==> src/rtl/txfc_pkg.sv <==
package txfc_pkg;
  typedef enum logic {
    SPC_RESUME = 1'b0,
    SPC_PAUSE  = 1'b1
  } spc_kind_e;

  typedef struct packed {
    logic inband;
    logic outband;
    logic strip;
  } fc_mode_t;
endpackage

==> src/rtl/txfc_rx_watch.sv <==
module txfc_rx_watch #(
  parameter int DW = 8
) (
  input  logic          clk,
  input  logic          rst_n,
  input  txfc_pkg::fc_mode_t mode,
  input  logic [DW-1:0] xon_code,
  input  logic [DW-1:0] xoff_code,
  input  logic          rx_valid,
  input  logic [DW-1:0] rx_data,
  output logic          rx_ready,
  output logic          rxo_valid,
  output logic [DW-1:0] rxo_data,
  input  logic          rxo_ready,
  output logic          paused
);
  logic hit_on, hit_off, drop, fire, paused_q;

  assign hit_on   = mode.inband && (rx_data == xon_code);
  assign hit_off  = mode.inband && (rx_data == xoff_code);
  assign drop     = mode.strip && (hit_on || hit_off);
  assign rxo_valid = rx_valid && !drop;
  assign rxo_data  = rx_data;
  assign rx_ready  = drop ? 1'b1 : rxo_ready;
  assign fire      = rx_valid && rx_ready;

  // pause code wins when one byte matches both codes
  always_ff @(posedge clk) begin
    if (!rst_n)                paused_q <= 1'b0;
    else if (!mode.inband)     paused_q <= 1'b0;
    else if (fire && hit_off)  paused_q <= 1'b1;
    else if (fire && hit_on)   paused_q <= 1'b0;
  end

  assign paused = paused_q;
endmodule

==> src/rtl/txfc_tx_select.sv <==
module txfc_tx_select #(
  parameter int DW = 8
) (
  input  logic          clk,
  input  logic          rst_n,
  input  logic [DW-1:0] xon_code,
  input  logic [DW-1:0] xoff_code,
  input  logic          spc_cmd,
  input  txfc_pkg::spc_kind_e spc_kind,
  input  logic          paused,
  input  logic          cts_ok,
  input  logic          txq_valid,
  input  logic [DW-1:0] txq_data,
  output logic          txq_ready,
  output logic          txo_valid,
  output logic [DW-1:0] txo_data,
  input  logic          txo_ready,
  output logic          spc_pend
);
  logic          full_q, pend_q, slot_free, take_spc, take_dat;
  logic [DW-1:0] data_q, pend_code_q;

  assign slot_free = !full_q || txo_ready;
  assign take_spc  = slot_free && pend_q && cts_ok;
  assign take_dat  = slot_free && !pend_q && txq_valid && !paused && cts_ok;

  always_ff @(posedge clk) begin
    if (!rst_n) begin
      full_q <= 1'b0;
      data_q <= '0;
    end else if (take_spc) begin
      full_q <= 1'b1;
      data_q <= pend_code_q;
    end else if (take_dat) begin
      full_q <= 1'b1;
      data_q <= txq_data;
    end else if (txo_ready) begin
      full_q <= 1'b0;
    end
  end

  // a new command overrides one still waiting
  always_ff @(posedge clk) begin
    if (!rst_n) begin
      pend_q      <= 1'b0;
      pend_code_q <= '0;
    end else if (spc_cmd) begin
      pend_q      <= 1'b1;
      pend_code_q <= (spc_kind == txfc_pkg::SPC_PAUSE) ? xoff_code : xon_code;
    end else if (take_spc) begin
      pend_q      <= 1'b0;
    end
  end

  assign txq_ready = take_dat;
  assign txo_valid = full_q;
  assign txo_data  = data_q;
  assign spc_pend  = pend_q;
endmodule

==> src/rtl/txfc_rts_ctrl.sv <==
module txfc_rts_ctrl #(
  parameter int CHAR_CYCLES = 16
) (
  input  logic clk,
  input  logic rst_n,
  input  logic enable,
  input  logic work,
  output logic rts
);
  localparam int CW = (CHAR_CYCLES > 1) ? $clog2(CHAR_CYCLES) : 1;
  localparam logic [CW-1:0] LAST = CW'(CHAR_CYCLES - 1);

  logic          rts_q;
  logic [CW-1:0] idle_q;

  always_ff @(posedge clk) begin
    if (!rst_n || !enable) begin
      rts_q  <= 1'b0;
      idle_q <= '0;
    end else if (work) begin
      rts_q  <= 1'b1;
      idle_q <= '0;
    end else if (rts_q) begin
      if (idle_q == LAST) begin
        rts_q  <= 1'b0;
        idle_q <= '0;
      end else begin
        idle_q <= idle_q + 1'b1;
      end
    end
  end

  assign rts = rts_q;
endmodule

==> src/rtl/txfc_flow_gate.sv <==
module txfc_flow_gate #(
  parameter int DW          = 8,
  parameter int CHAR_CYCLES = 16
) (
  input  logic          clk,
  input  logic          rst_n,
  input  logic          inband_en,
  input  logic          outband_en,
  input  logic          strip_en,
  input  logic [DW-1:0] xon_code,
  input  logic [DW-1:0] xoff_code,
  input  logic          rx_valid,
  input  logic [DW-1:0] rx_data,
  output logic          rx_ready,
  output logic          rxo_valid,
  output logic [DW-1:0] rxo_data,
  input  logic          rxo_ready,
  input  logic          spc_cmd,
  input  logic          spc_kind,
  input  logic          txq_valid,
  input  logic [DW-1:0] txq_data,
  output logic          txq_ready,
  output logic          txo_valid,
  output logic [DW-1:0] txo_data,
  input  logic          txo_ready,
  input  logic          tx_busy,
  input  logic          cts,
  output logic          rts
);
  txfc_pkg::fc_mode_t mode;
  logic paused, spc_pend, cts_ok, work;

  assign mode   = '{inband: inband_en, outband: outband_en, strip: strip_en};
  assign cts_ok = !outband_en || (rts && cts);
  assign work   = spc_pend || (txq_valid && !paused) || txo_valid || tx_busy;

  txfc_rx_watch #(.DW(DW)) u_rx (
    .clk(clk), .rst_n(rst_n), .mode(mode),
    .xon_code(xon_code), .xoff_code(xoff_code),
    .rx_valid(rx_valid), .rx_data(rx_data), .rx_ready(rx_ready),
    .rxo_valid(rxo_valid), .rxo_data(rxo_data), .rxo_ready(rxo_ready),
    .paused(paused)
  );

  txfc_tx_select #(.DW(DW)) u_sel (
    .clk(clk), .rst_n(rst_n),
    .xon_code(xon_code), .xoff_code(xoff_code),
    .spc_cmd(spc_cmd), .spc_kind(txfc_pkg::spc_kind_e'(spc_kind)),
    .paused(paused), .cts_ok(cts_ok),
    .txq_valid(txq_valid), .txq_data(txq_data), .txq_ready(txq_ready),
    .txo_valid(txo_valid), .txo_data(txo_data), .txo_ready(txo_ready),
    .spc_pend(spc_pend)
  );

  txfc_rts_ctrl #(.CHAR_CYCLES(CHAR_CYCLES)) u_rts (
    .clk(clk), .rst_n(rst_n), .enable(outband_en), .work(work), .rts(rts)
  );
endmodule

==> config.mk <==
export PLATFORM = sky130hd
export DESIGN_NAME = txfc_flow_gate
export DESIGN_NICKNAME = d
export VERILOG_FILES = /design/src/rtl/txfc_pkg.sv /design/src/rtl/txfc_rx_watch.sv /design/src/rtl/txfc_tx_select.sv /design/src/rtl/txfc_rts_ctrl.sv /design/src/rtl/txfc_flow_gate.sv
export SDC_FILE = /design/constraint.sdc
export NUM_CORES = 1
export LEC_CHECK = 0
export CELL_PAD_IN_SITES_DETAIL_PLACEMENT = 0
export CELL_PAD_IN_SITES_GLOBAL_PLACEMENT = 2
export CORE_MARGIN = 4
export CORE_UTILIZATION = 22
export DETAILED_ROUTE_END_ITERATION = 10
export PLACE_DENSITY = 0.87
export SYNTH_ARGS = -nofsm -noshare
export SYNTH_HDL_FRONTEND = slang
export SYNTH_SLANG_ARGS = --single-unit
==> constraint.sdc <==
create_clock -name clk -period 2.2 [get_ports clk]
set_clock_uncertainty 0.1 [all_clocks]
set_input_delay 0.44 -clock clk [delete_from_list [all_inputs] [get_ports clk]]
set_output_delay 0.44 -clock clk [all_outputs]
set_load 0.005 [all_outputs]
## Word level (Yosys, flattened, before mapping)

Index checks and enable logic that the tools add are counted.

- Register bits: 24
- Word-level logic and storage cells: 60
- Output and inout port bits: 21
- Input bits: 45

- Reductions and logical operators: 34
- Add/sub/neg operators: 1
- Mux-type cells: 15
- Equality and inequality tests: 3

Operator list:

| operator | number |
|---|---|
| 2-to-1 mux 8 bit | 3 |
| equality test 8 bit | 2 |
| logical AND 1 bit | 15 |
| 2-to-1 mux 1 bit | 11 |
| logical OR 1 bit | 7 |
| logical NOT 1 bit | 6 |
| nonzero test 2 bit | 3 |
| adder 4 x 1 -> 4 bit, second input constant | 1 |
| equality test 4 bit, second input constant | 1 |
| 2-to-1 mux 4 bit | 1 |
| nonzero test 3 bit | 1 |
| AND reduction 2 bit | 1 |
| OR reduction 2 bit | 1 |

## Logic depth before layout (Yosys ltp)

Gate-level depths: netlist of the first run.

- Depth after elaboration: 9
- Mapped depth: 5
- Mapped depth without buffers: 5

## By module

From an unflattened synthesis of the first run, not the netlist that was laid out.

- Cells, all modules: 161
- Area total of the unflattened synthesis: 1495.2 sq um

By module, submodules not included:

| module | seq. area each (sq um) | cells each | instances | area each (sq um) |
|---|---|---|---|---|
| txfc_tx_select | 360.3 | 89 | 1 | 920.9 |
| txfc_rx_watch | 20.0 | 42 | 1 | 322.8 |
| txfc_rts_ctrl | 100.1 | 25 | 1 | 225.2 |
| txfc_flow_gate | 0.0 | 5 | 1 | 26.3 |

## Least setup slack after synthesis of the first run

Ideal clock, no wire load.

- Kind: input-to-output
- Start point: in xon_code[0]
- End point: out rxo_valid
- Buffers on the path: 0
- Stages on the path: 4
- Path slack: 0.305 ns
- Data required time: 1.660 ns
- Arrival: 1.355 ns
- Path through: xnor2_1 > nand2_1 > or4_1 > and3_1

- Longest elaborated chain between the ends: 6

Ends and longest elaborated chain:

| element | line | text |
|---|---|---|
| start, declared | txfc_flow_gate.sv:10 | `input logic [DW-1:0] xon_code,` |
| equality test 8 bit | txfc_rx_watch.sv:19 | `assign hit_on = mode.inband && (rx_data == xon_code);` |
| logical AND 1 bit | txfc_rx_watch.sv:19 |  |
| logical OR 1 bit | txfc_rx_watch.sv:21 | `assign drop = mode.strip && (hit_on \|\| hit_off);` |
| logical AND 1 bit | txfc_rx_watch.sv:21 |  |
| logical NOT 1 bit | txfc_rx_watch.sv:22 | `assign rxo_valid = rx_valid && !drop;` |
| logical AND 1 bit | txfc_rx_watch.sv:22 |  |
| end, declared | txfc_flow_gate.sv:15 | `output logic rxo_valid,` |

No other way between the ends.

## Final worst setup path of the first run

- Start point: in xon_code[2]
- End point: out rxo_valid

The elaborated chain is that of the path after synthesis.

==> results of run 1 <==
-- state kept, by name, summed over array words and instances (netlist names) --
name and cells:
u_rts.idle_q 4, u_rts.rts 1, u_rx.paused 1, u_sel.pend_code_q 8, u_sel.spc_pend 1, u_sel.txo_data 8, u_sel.txo_valid 1
-- kinds of logic (layout without fill, tap and decap cells) --
logic type | after synthesis | in the layout | synth area share, %
flops | 24 | 24 | 34.9
simple gates | 39 | 39 | 14.5
xor+xnor | 17 | 17 | 10.8
compound gates | 35 | 35 | 18.3
mux | 18 | 18 | 13.2
buf+inv | 17 | 107 | 7.45
fa+ha+maj | 1 | 1 | 0.909
-- routing by layer --
metal  vias up  wire length (um)  GRT usage, %  share of wire [%]
met5         -                 0             0                  0
met4         0                 0          1.53                  0
met3         0               194          2.74                4.9
met2        32              2090          19.1                 53
met1       648              1640          13.0                 42
li1        707                 -             -                  -
-- what timing repair did --
action | 4_1_cts | 5_1_grt
buffers inserted | 11 | 1
setup endpoints to repair | 3 | 2
pin swaps | 16 | 10
endpoints found under the hold margin | 0 | 0
gates resized for setup | 74 | 21
hold buffers | 0 | 0
-- worst paths after layout --
path                                to  cells past startpoint
setup / recovery             rxo_valid                      6
hold / removal    u_sel.pend_code_q[6]                      1
setup reg to reg     u_sel.txo_data[4]                      5
hold reg to reg   u_sel.pend_code_q[6]                      1
-- worst max-delay path: stages --
cell and delay, ps:
dlygate4sd2_1 250, xnor2_1 160, nand3_1 140, or4_4 440, and3_4 200, buf_6 110
-- stage by stage --
stage	total power [uW]	TNS, ps
after CTS	1120	-48.6
after detailed placement	805	-1830
after global routing	1190	-169
after floorplan	615	0
after global placement	804	-1790
final	1110	-73.2
-- cells in the final DEF (no fill, tap or decap), drive strengths merged, types with 2 or more instances in the layout --
| master | n |
|---|---|
| buf | 47 |
| o211a | 8 |
| xnor2 | 9 |
| xor2 | 8 |
| o21ai | 9 |
| clkbuf | 10 |
| a21oi | 13 |
| nor2 | 3 |
| nand2 | 16 |
| dfxtp | 24 |
| mux2i | 17 |
| clkdlybuf4s15 | 2 |
| dlygate4sd2 | 8 |
| nand4 | 3 |
| nand3 | 4 |
| inv | 2 |
| clkdlybuf4s50 | 37 |
| nor2b | 3 |
-- cell type report --
type | instances | area share (%)
Multi-Input combinational cell | 110 | 35.7
Sequential cell | 24 | 20.4
Inverter | 2 | 0.319
Clock buffer | 4 | 2.34
Tap cell | 75 | 3.99
Timing Repair Buffer | 101 | 37.3
-- report_power, final --
part,total (uW),leakage (uW),switching [uW],internal [uW]
Combinational,342,0.000821,123,219
Sequential,478,0.000198,15.5,462
Clock,295,0.0000288,135,160
Total,1110,0.00105,274,841
==> out/qor.csv, run 1 <==
metric,value,unit
outcome,"finished, violations left",
violations,negative setup slack,
async_flop_share,0,%
grt-ovfl-total,0,
hold_ws,384,ps
fin_util,39.3,%
ys_ff_latch,24,
maxCapViolCount,0,
firstDrtPassIters,4,
ys_top_cells_by_area,"dfxtp_1, mux2i_1, o211a_1, xnor2_1, xor2_1",
multi_input_area,840,um2
synth-seq-area-share,34.9,%
ys.flop_type,dfxtp_1,
p_leak,0.00105,uW
ir_worst_vdd,0.264,mV
dieHeight,87.1,um
setup_slack,-73.2,ps
r2r-start,u_sel.txo_valid,
hold_viol,0,
rsz0062_at_grt,yes,
fin_crit,2270,ps
rrSetupSlack,630,ps
synth_cells,151,
tritoncts,built,
cts_inserted_buffers,3,
vias,1387,
gp_congestion,0.795,
io_buffers,65,
cellPowerDensity,473,mW/mm2
maxSlewHeadroom,63.8,%
initial_core_util,23.0,%
finalWirelength,3.93,mm
pre_cts_ws,-761,ps
root_buffer,clkbuf_8,
drive_gt1_share,29.0,%
synth-edff-count,0,
synth_common_cells,"dfxtp_1, mux2i_1, nand2_1, a21oi_1",
drc,0,
max_freq,440,MHz
finalSetupViolCount,1,
ant_nets,0,
postPlaceCellArea,0.00221,mm2
rows,28,
synth.most_common_cell,dfxtp_1,
die_w,87.1,um
cts_htree_levels,1,
drtIter0Drc,27,
worstHoldStart,u_sel.pend_code_q[6],
netlist_area,0.00138,mm2
synth.largest_area_cell,dfxtp_1,
cts.sinks,24,
tightest_slew,542,ps
startpoint_type,primary input,
design_area,0.00235,mm2
criticalPathCategory,primary input to output pin,
layout.area.seq,480,um2
critical_path.startpoint,xon_code[2],
io_pins,66,
syn-num-nets,197,
diodes,0,
hp-class,register to register,
critical_path_peak_fanout,2,
area_delta_synth_final,71.1,%
path_clk_slew,80,ps
maxSlewViolCount,0,
crit_required,1660,ps
finalCritPeriodShare,103,%
insertion_delay,260,ps
grt_max_degree,18,
place_inst,300,
syn_area_per_cell,9.11,um2
nFillCells,637,
wl_per_cell,12.4,um
clockBufferDepth,2,
grt_use_total,10.7,%
finalNonFillerCells,316,
grt_pass1_vias,1446,
dp_hpwl,3.09,mm
grt_pass1_wl,6.51,mm
core,0.00599,mm2
antenna_found_initial,0,
yosys.area.top_type_share,34.9,%
ys.warnings.count,0,
finish.net_count,288,
dieArea,0.00759,mm2
critPathCaptureType,output pin,
arrival,1730,ps
yosysUniqueCellTypes,35,
vias_per_cell,4.39,
(Power assumes the default switching activity.)
==> run 2, diff against run 1 <==
--- a/config.mk
+++ b/config.mk
@@ -10,6 +10,7 @@
 export CORE_MARGIN = 4
 export CORE_UTILIZATION = 22
 export DETAILED_ROUTE_END_ITERATION = 10
+export GPL_TIMING_DRIVEN = 0
 export PLACE_DENSITY = 0.87
 export SYNTH_ARGS = -nofsm -noshare
 export SYNTH_HDL_FRONTEND = slang
==> out/qor.csv, run 2 (same netlist as run 1, synthesis figures left out) <==
metric,value,unit,change
outcome,"finished, violations left",,
violations,negative setup slack,,
core,0.00599,mm2,unchanged
grt_pass1_wl,6.81,mm,+4.7%
r2r-start,u_rts.rts,,
most-common-layout-cells,"clkdlybuf4s50_1, buf_4, dfxtp_1",,
drtIter0Drc,20,,-26%
dieHeight,87.1,um,unchanged
maxSlewHeadroom,61.1,%,-2.7 points
path_clk_slew,80,ps,about the same
firstDrtPassIters,4,,unchanged
finalWirelength,4.14,mm,+5.6%
place_inst,289,,-3.7%
rr_worst_depth,6,,+1
vias_per_cell,4.41,,+0.56%
finalSetupTns,-67.9,ps,+5.23 ps
setup_slack,-67.9,ps,+5.23 ps
drive_gt1_share,31.0,%,+1.9 points
ant_nets,0,,unchanged
final_common_cell,clkdlybuf4s50_1,,
vias,1386,,-0.072%
cts_inserted_buffers,3,,unchanged
grt_pass1_vias,1577,,+9.1%
maxCapViolCount,0,,unchanged
antenna_found_initial,0,,unchanged
rrSetupSlack,430,ps,-200 ps
drc,0,,unchanged
cp_cell_sequence,"buf_6, xnor2_2, nand4_1, or4_4, and3_4, buf_6",,
finalSetupViolCount,1,,unchanged
r2r_end,u_sel.txo_data[0],,
critical_path_peak_fanout,3,,+1
gp_congestion,0.690,,-13%
grt_max_degree,15,,-3
path_common_cell,buf_6,,
hp-class,register to register,,
p_leak,0.00104,uW,-0.38%
cts.sinks,24,,unchanged
finalCritPeriodShare,103,%,-0.24 points
grt-ovfl-total,0,,unchanged
critPathCaptureType,output pin,,
ir_worst_vdd,0.261,mV,-1.1%
io_buffers,63,,-3.1%
die_w,87.1,um,unchanged
cts_htree_levels,1,,unchanged
initial_core_util,23.0,%,unchanged
startpoint_type,primary input,,
critPathMaxStageDelay,540,ps,+100 ps
crit_end,rxo_valid,,
wl_per_cell,13.2,um,+6.2%
dieArea,0.00759,mm2,unchanged
slowest_stage,or4_4,,
grt_use_total,11.2,%,+0.56 points
pre_cts_ws,-762,ps,-1.43 ps
rsz0062_at_grt,yes,,
max_freq,441,MHz,+0.23%
io_pins,66,,unchanged
tritoncts,built,,
rows,28,,unchanged
maxSlewViolCount,0,,unchanged
cellPowerDensity,503,mW/mm2,+6.3%
root_buffer,clkbuf_8,,
clockBufferDepth,2,,unchanged
tightest_slew,583,ps,+41.6 ps
criticalPathCategory,primary input to output pin,,
critical_path.startpoint,rx_data[6],,
area_delta_synth_final,73.8,%,
arrival,1730,ps,about the same
finish.net_count,286,,-0.69%
crit_required,1660,ps,about the same
insertion_delay,260,ps,about the same
fin_crit,2270,ps,-5.23 ps
hold_viol,0,,unchanged
finalNonFillerCells,314,,-0.63%
hold_ws,382,ps,-2.17 ps
diodes,0,,unchanged
dp_hpwl,3.01,mm,-2.9%
[run 2: cell types whose count changed in the layout (fill, tap and decap cells not counted), moves of 2 or more]
cell | before | now
buf_4 | 35 | 29
clkbuf_1 | 0 | 5
clkdlybuf4s50_1 | 37 | 34
xnor2_1 | 4 | 1
xnor2_2 | 5 | 8
buf_6 | 5 | 7
[run 2: timing repair]
item	4_1_cts	5_1_grt
buffers inserted	23	2
setup endpoints to repair	3	3
hold buffers	0	0
resized for setup	86	28
pin swaps	20	15
hold endpoints to repair	0	0
[run 2: worst min-delay path by stage]
stage	startpoint	cells after the start	endpoint
floorplan	u_rx.paused	2	u_rx.paused
global placement	u_rx.paused	2	u_rx.paused
detailed placement	u_rx.paused	2	u_rx.paused
CTS	u_rx.paused	2	u_rx.paused
global route	u_sel.pend_code_q[0]	1	u_sel.pend_code_q[0]
finish	u_sel.pend_code_q[0]	1	u_sel.pend_code_q[0]
[run 2: power by group]
part | internal (uW) | switching (uW) | total [uW]
Sequential | 462 | 17.6 | 480
Combinational | 213 | 129 | 342
Clock | 243 | 139 | 382
[run 2: area by class of cell]
| type | count | area, um2 |
|---|---|---|
| buffer | 15 | 95.1 |
| clock buffer | 3 | 41.3 |
| clock inverter | 1 | 30.0 |
| fill | 616 | 3600 |
| inverter | 2 | 7.51 |
| multi-input combinational | 110 | 900 |
| sequential | 24 | 480 |
| tap | 75 | 93.8 |
| timing repair buffer | 84 | 744 |
[run 2: stage by stage]
stage | util (%) | cell area (um2) | power (uW)
2_1_floorplan | - | 1380 | 615
3_3_place_gp | 35.1 | 2100 | 784
3_5_place_dp | 35.1 | 2100 | 785
4_1_cts | 39.2 | 2350 | 1210
5_1_grt | 39.9 | 2390 | 1270
6_report | 39.9 | 2390 | 1200
[run 2: routing by layer]
metal	up-vias	global-route usage, %	share of wire, %
li1	703	-	-
met1	647	12.9	42
met2	34	20.6	53
met3	2	3.03	5.0
met4	0	2.51	0.46
met5	-	0	0
[run 2: critical path, delay by kind of cell]
family | cells | cell delay, ps
xor+xnor | 1 | 130
simple gates | 3 | 940
buf+inv | 2 | 220
